<file path="config.mk">
export PLATFORM = sky130hd
export DESIGN_NAME = pc_write_resolver
export DESIGN_NICKNAME = d
export VERILOG_FILES = /design/src/rtl/pcw_pkg.sv /design/src/rtl/pcw_interwork.sv /design/src/rtl/pcw_align.sv /design/src/rtl/pc_write_resolver.sv
export SDC_FILE = /design/constraint.sdc
export NUM_CORES = 1
export LEC_CHECK = 0
export ABC_AREA = 1
export BUFFER_PORTS_ARGS = -buffer_cell sky130_fd_sc_hd__buf_2
export CORE_UTILIZATION = 35
export DETAILED_ROUTE_END_ITERATION = 8
export PLACE_DENSITY_LB_ADDON = 0.08
export REMOVE_ABC_BUFFERS = 1
export SETUP_SLACK_MARGIN = 0.3
export SYNTH_ARGS = -nofsm -noshare
export SYNTH_HDL_FRONTEND = slang
export SYNTH_SLANG_ARGS = --single-unit
</file>
<file path="constraint.sdc">
create_clock -name clk -period 0.8 [get_ports clk]
set_clock_uncertainty 0.05 [all_clocks]
set_input_delay 0.08 -clock clk [delete_from_list [all_inputs] [get_ports clk]]
set_output_delay 0.08 -clock clk [all_outputs]
set_load 0.01 [all_outputs]
</file>
<file path="src/rtl/pcw_pkg.sv">
`timescale 1ns/1ps
package pcw_pkg;
    localparam int CLS_W = 3;

    localparam logic [CLS_W-1:0] WC_INTERWORK   = 3'd0;
    localparam logic [CLS_W-1:0] WC_KEEP        = 3'd1;
    localparam logic [CLS_W-1:0] WC_TOGGLE      = 3'd2;
    localparam logic [CLS_W-1:0] WC_COMPACT_REG = 3'd3;
    localparam logic [CLS_W-1:0] WC_EXC_RETURN  = 3'd4;
    localparam logic [CLS_W-1:0] WC_DATAPROC    = 3'd5;

    // A class code the unit acts upon (6 and 7 are reserved)
    function automatic logic class_known(input logic [CLS_W-1:0] c);
        return c <= WC_DATAPROC;
    endfunction
endpackage

</file>
<file path="src/rtl/pcw_interwork.sv">
`timescale 1ns/1ps
// Decodes an exchange-capable target: low bits select state and alignment.
module pcw_interwork #(
    parameter int AW = 32
) (
    input  logic [AW-1:0] value,
    output logic [AW-1:0] pc,
    output logic          to_compact,
    output logic          bad_align
);
    always_comb begin
        pc         = value;
        to_compact = 1'b0;
        bad_align  = 1'b0;
        if (value[0]) begin
            to_compact = 1'b1;
            pc[0]      = 1'b0;
        end else if (value[1]) begin
            bad_align = 1'b1;
            pc[1:0]   = 2'b00;
        end
    end
endmodule

</file>
<file path="src/rtl/pcw_align.sv">
`timescale 1ns/1ps
// Forces a target onto the boundary of a given state, reporting dropped ones.
module pcw_align #(
    parameter int AW = 32
) (
    input  logic [AW-1:0] value,
    input  logic          compact,
    output logic [AW-1:0] pc,
    output logic          dropped
);
    always_comb begin
        pc = value;
        if (compact) begin
            pc[0]   = 1'b0;
            dropped = value[0];
        end else begin
            pc[1:0] = 2'b00;
            dropped = |value[1:0];
        end
    end
endmodule

</file>
<file path="src/rtl/pc_write_resolver.sv">
`timescale 1ns/1ps
module pc_write_resolver
    import pcw_pkg::*;
#(
    parameter int AW        = 32,
    parameter int SW        = 32,
    parameter int STATE_BIT = 5
) (
    input  logic              clk,
    input  logic              rst_n,
    input  logic              wr_valid,
    input  logic [AW-1:0]     wr_value,
    input  logic [CLS_W-1:0]  wr_class,
    input  logic              cur_compact,
    input  logic              flag_set,
    input  logic [SW-1:0]     status_word,
    output logic [AW-1:0]     next_pc,
    output logic              next_compact,
    output logic              redirect,
    output logic              unpred
);
    typedef struct packed {
        logic [AW-1:0] pc;
        logic          compact;
        logic          unpred;
        logic          redirect;
    } res_t;

    res_t st_d, st_q;

    logic [AW-1:0] iw_pc;
    logic          iw_compact;
    logic          iw_bad;
    logic [AW-1:0] ret_pc;
    logic          ret_drop;
    logic [AW-1:0] cur_pc;
    logic          unused_cur_drop;
    logic          ret_compact;
    logic          unused_status;

    assign ret_compact   = status_word[STATE_BIT];
    assign unused_status = ^status_word;

    pcw_interwork #(.AW(AW)) u_iw (
        .value      (wr_value),
        .pc         (iw_pc),
        .to_compact (iw_compact),
        .bad_align  (iw_bad)
    );

    pcw_align #(.AW(AW)) u_align_ret (
        .value   (wr_value),
        .compact (ret_compact),
        .pc      (ret_pc),
        .dropped (ret_drop)
    );

    pcw_align #(.AW(AW)) u_align_cur (
        .value   (wr_value),
        .compact (cur_compact),
        .pc      (cur_pc),
        .dropped (unused_cur_drop)
    );

    always_comb begin
        st_d          = st_q;
        st_d.redirect = 1'b0;
        if (wr_valid && class_known(wr_class)) begin
            st_d.redirect = 1'b1;
            st_d.unpred   = 1'b0;
            case (wr_class)
                WC_INTERWORK: begin
                    st_d.pc      = iw_pc;
                    st_d.compact = iw_compact;
                    st_d.unpred  = iw_bad;
                end
                WC_KEEP: begin
                    st_d.pc      = wr_value;
                    st_d.compact = cur_compact;
                end
                WC_TOGGLE: begin
                    st_d.pc      = wr_value;
                    st_d.compact = !cur_compact;
                end
                WC_COMPACT_REG: begin
                    st_d.pc      = {wr_value[AW-1:1], 1'b0};
                    st_d.compact = 1'b1;
                end
                WC_EXC_RETURN: begin
                    st_d.pc      = ret_pc;
                    st_d.compact = ret_compact;
                    st_d.unpred  = ret_drop;
                end
                default: begin
                    if (!cur_compact && !flag_set) begin
                        st_d.pc      = iw_pc;
                        st_d.compact = iw_compact;
                        st_d.unpred  = iw_bad;
                    end else begin
                        st_d.pc      = cur_pc;
                        st_d.compact = cur_compact;
                    end
                end
            endcase
        end
    end

    always_ff @(posedge clk) begin
        if (!rst_n) st_q <= '0;
        else        st_q <= st_d;
    end

    assign next_pc      = st_q.pc;
    assign next_compact = st_q.compact;
    assign redirect     = st_q.redirect;
    assign unpred       = st_q.unpred;
endmodule

</file>
==> results.toml <==
[route]
drc = 0
wl_met2_um = 2290
top_layer_used = "met4"
drtPass1Iterations = 4
dr_wl_met3_um = 210
drt_iter0_markers = 68
vias = 1626
wl_met1_um = 1890
antenna_left = 0
wl_um = 4480
via_per_inst = 4.65
wl_per_cell_um = 12.8

[setup_path]
crit_required_ps = 670
slowest_delay_ps = 350
cp-startpoint = "next_pc[3]$_SDFFE_PN0P_"
cp_max_fo = 2
crit_buf_inv = 1
worstPathArrival_ps = 740
crit_slowest_cell = "dfxtp_2"
path_delay_family = "flip-flops"
worstReg2RegStart = "next_pc[0]$_SDFFE_PN0P_"
startpoint_type = "flip-flop"
worstSetupPathType = "reg -> out"
path_cells = "buf_6"
end_kind = "output pin"

[layout]
mostFrequentLayoutCells = "buf_6 (53), nor2_1 (49), buf_2 (38)"
multi_input_area_sq_um = 821
final_common_cell = "buf_6"
drive_gt1_frac = 0.712
n_fill_cell = 249
fin_cells = 350
diodes = 0
seq_area_sq_um = 743
nNetsFinal = 373
syn2layout_area_growth_pct = 115

[synthesis]
synth_area_per_cell_sq_um = 7.35
synth_area_leaders = "dfxtp_1 (51%), nor2_1 (18%), o21ai_1 (9.8%)"
seq_area_frac_synth = 0.507
ys_ff_latch = 35
synthDominantCellAreaShare = 0.507
synthCells = 188
synth_cell_types = 18
ys_warn_count = 0
synth_area_sq_um = 1380
synth.largest_area_cell = "dfxtp_1"

[sta]
layout_min_cycle_time_ps = 874
final-hold-violation-count = 18
max_slew.worst_pin.slew_ps = 295
rsz0062_at_grt = "yes"
clock.fmax_ghz = 1.14
fin_setup_tns_ps = -2010
min_period_over_period = 1.09
setup_ws_ps = -73.5
relSlewSlack = 0.801
setup_violations = 35
whs_ps = -21.0
slew_violations = 0

[floorplanning]
io_pins = 107
fp.dieW_um = 64.9
fp-row-count = 22
design.die.area_sq_um = 4210
core_sq_um = 3720
initial_core_util = 0.372
die_y_um = 64.9

[min_path]
hold_path.startpoint = "wr_value[21]"
hp-class = "in -> reg"

[power]
p_total_mw = 4.99
powerDensity_nw_per_um2 = 1680
leakage_nw = 1.38
vdd_drop_max_mv = 0.995

[global_routing]
grt-ovfl-total = 0
grt_max_degree = 12
antenna_found_initial = 0
grt_pass1_wl_um = 7070
grt_pass1_vias = 1551
grt_util_all_layers = 0.224

[clock_network]
clk_latency_ps = 280
clk_path_buf_depth = 2
cts_tree = "built"
cts_htree_levels = 2
clock-root-buffer = "clkbuf_8"
numCtsBuffers = 5
clock_sinks = 35
clk_pin_slew_ps = 70

[run_status]
status = "finished with violations"
violations = "negative hold slack, negative setup slack"

[placement]
dp_hpwl_um = 2460
placed_cells = 318
portBuffers = 75
place_congestion = 0.791

[flow_run]
max-cap-violations = 0
## area by class of cell
class                           instances  share of cell area
Clock inverter                          2              0.0118
Tap cell                               48              0.0202
Multi-Input combinational cell        134               0.276
Clock buffer                            6              0.0278
Sequential cell                        35               0.250
Inverter                                9              0.0139
Timing Repair Buffer                  116               0.400
## layer usage
layer | vias to the layer above | track usage
li1 | 822 | -
met3 | 9 | 0.0581
met2 | 49 | 0.391
met4 | 0 | 0.0833
met1 | 746 | 0.258
met5 | - | 0
## state kept, by name, indices dropped and copies added, names as in the netlist
name / cells
unpred: 1
next_compact: 1
redirect: 1
next_pc: 32
## stage by stage
stage / worst slack [ps] / util / area [sq um]
finish: -73.5 / 0.799 / 2970
global route: -99.2 / 0.799 / 2970
CTS: -67.4 / 0.745 / 2770
detailed placement: -232 / 0.511 / 1900
global placement: -221 / 0.511 / 1900
floorplan: -1100 / - / 1310
## what timing repair did
action                                 in CTS  in global routing
setup endpoints to repair                  70                 70
buffers inserted                           12                  6
endpoints found under the hold margin      27                 14
pin swaps                                  48                 42
resized for setup                         131                 44
cloned                                      6                  0
## where the power goes
part / switching (mW) / leakage [nW] / internal, mW
logic: 0.568 / 1.02 / 0.786
clock network: 0.633 / 0.0612 / 1.01
registers: 0.0993 / 0.301 / 1.90
## final timing paths
kind | end | slack (ps) | cells after the start
hold reg to reg | next_pc[9]$_SDFFE_PN0P_ | 430 | 2
setup reg to reg | next_pc[0]$_SDFFE_PN0P_ | 10 | 4
hold / removal | next_pc[21]$_SDFFE_PN0P_ | -20 | 3
setup / recovery | next_pc[3] | -70 | 1
## cells in the mapped netlist
| cell | n |
|---|---|
| a21oi_1 | 1 |
| a21oi_2 | 2 |
| a31oi_1 | 1 |
| buf_1 | 1 |
| buf_2 | 3 |
| buf_6 | 4 |
| clkbuf_1 | 2 |
| dfxtp_1 | 35 |
| inv_1 | 9 |
| nand2_1 | 19 |
| nand2_2 | 2 |
| nand3_1 | 4 |
| nand3b_1 | 1 |
| nor2_1 | 68 |
| nor2_2 | 1 |
| nor3_1 | 2 |
| o21ai_0 | 6 |
| o21ai_1 | 27 |
## logic make-up (layout without fill, tap and decap cells)
logic type	count (synthesis)	in the layout	synth area share
and+or+nand+nor	97	97	0.277
AOI/OAI and AO/OA	37	37	0.140
DFF	35	35	0.507
buffers and inverters	19	133	0.0760
(Power assumes the default switching activity.)
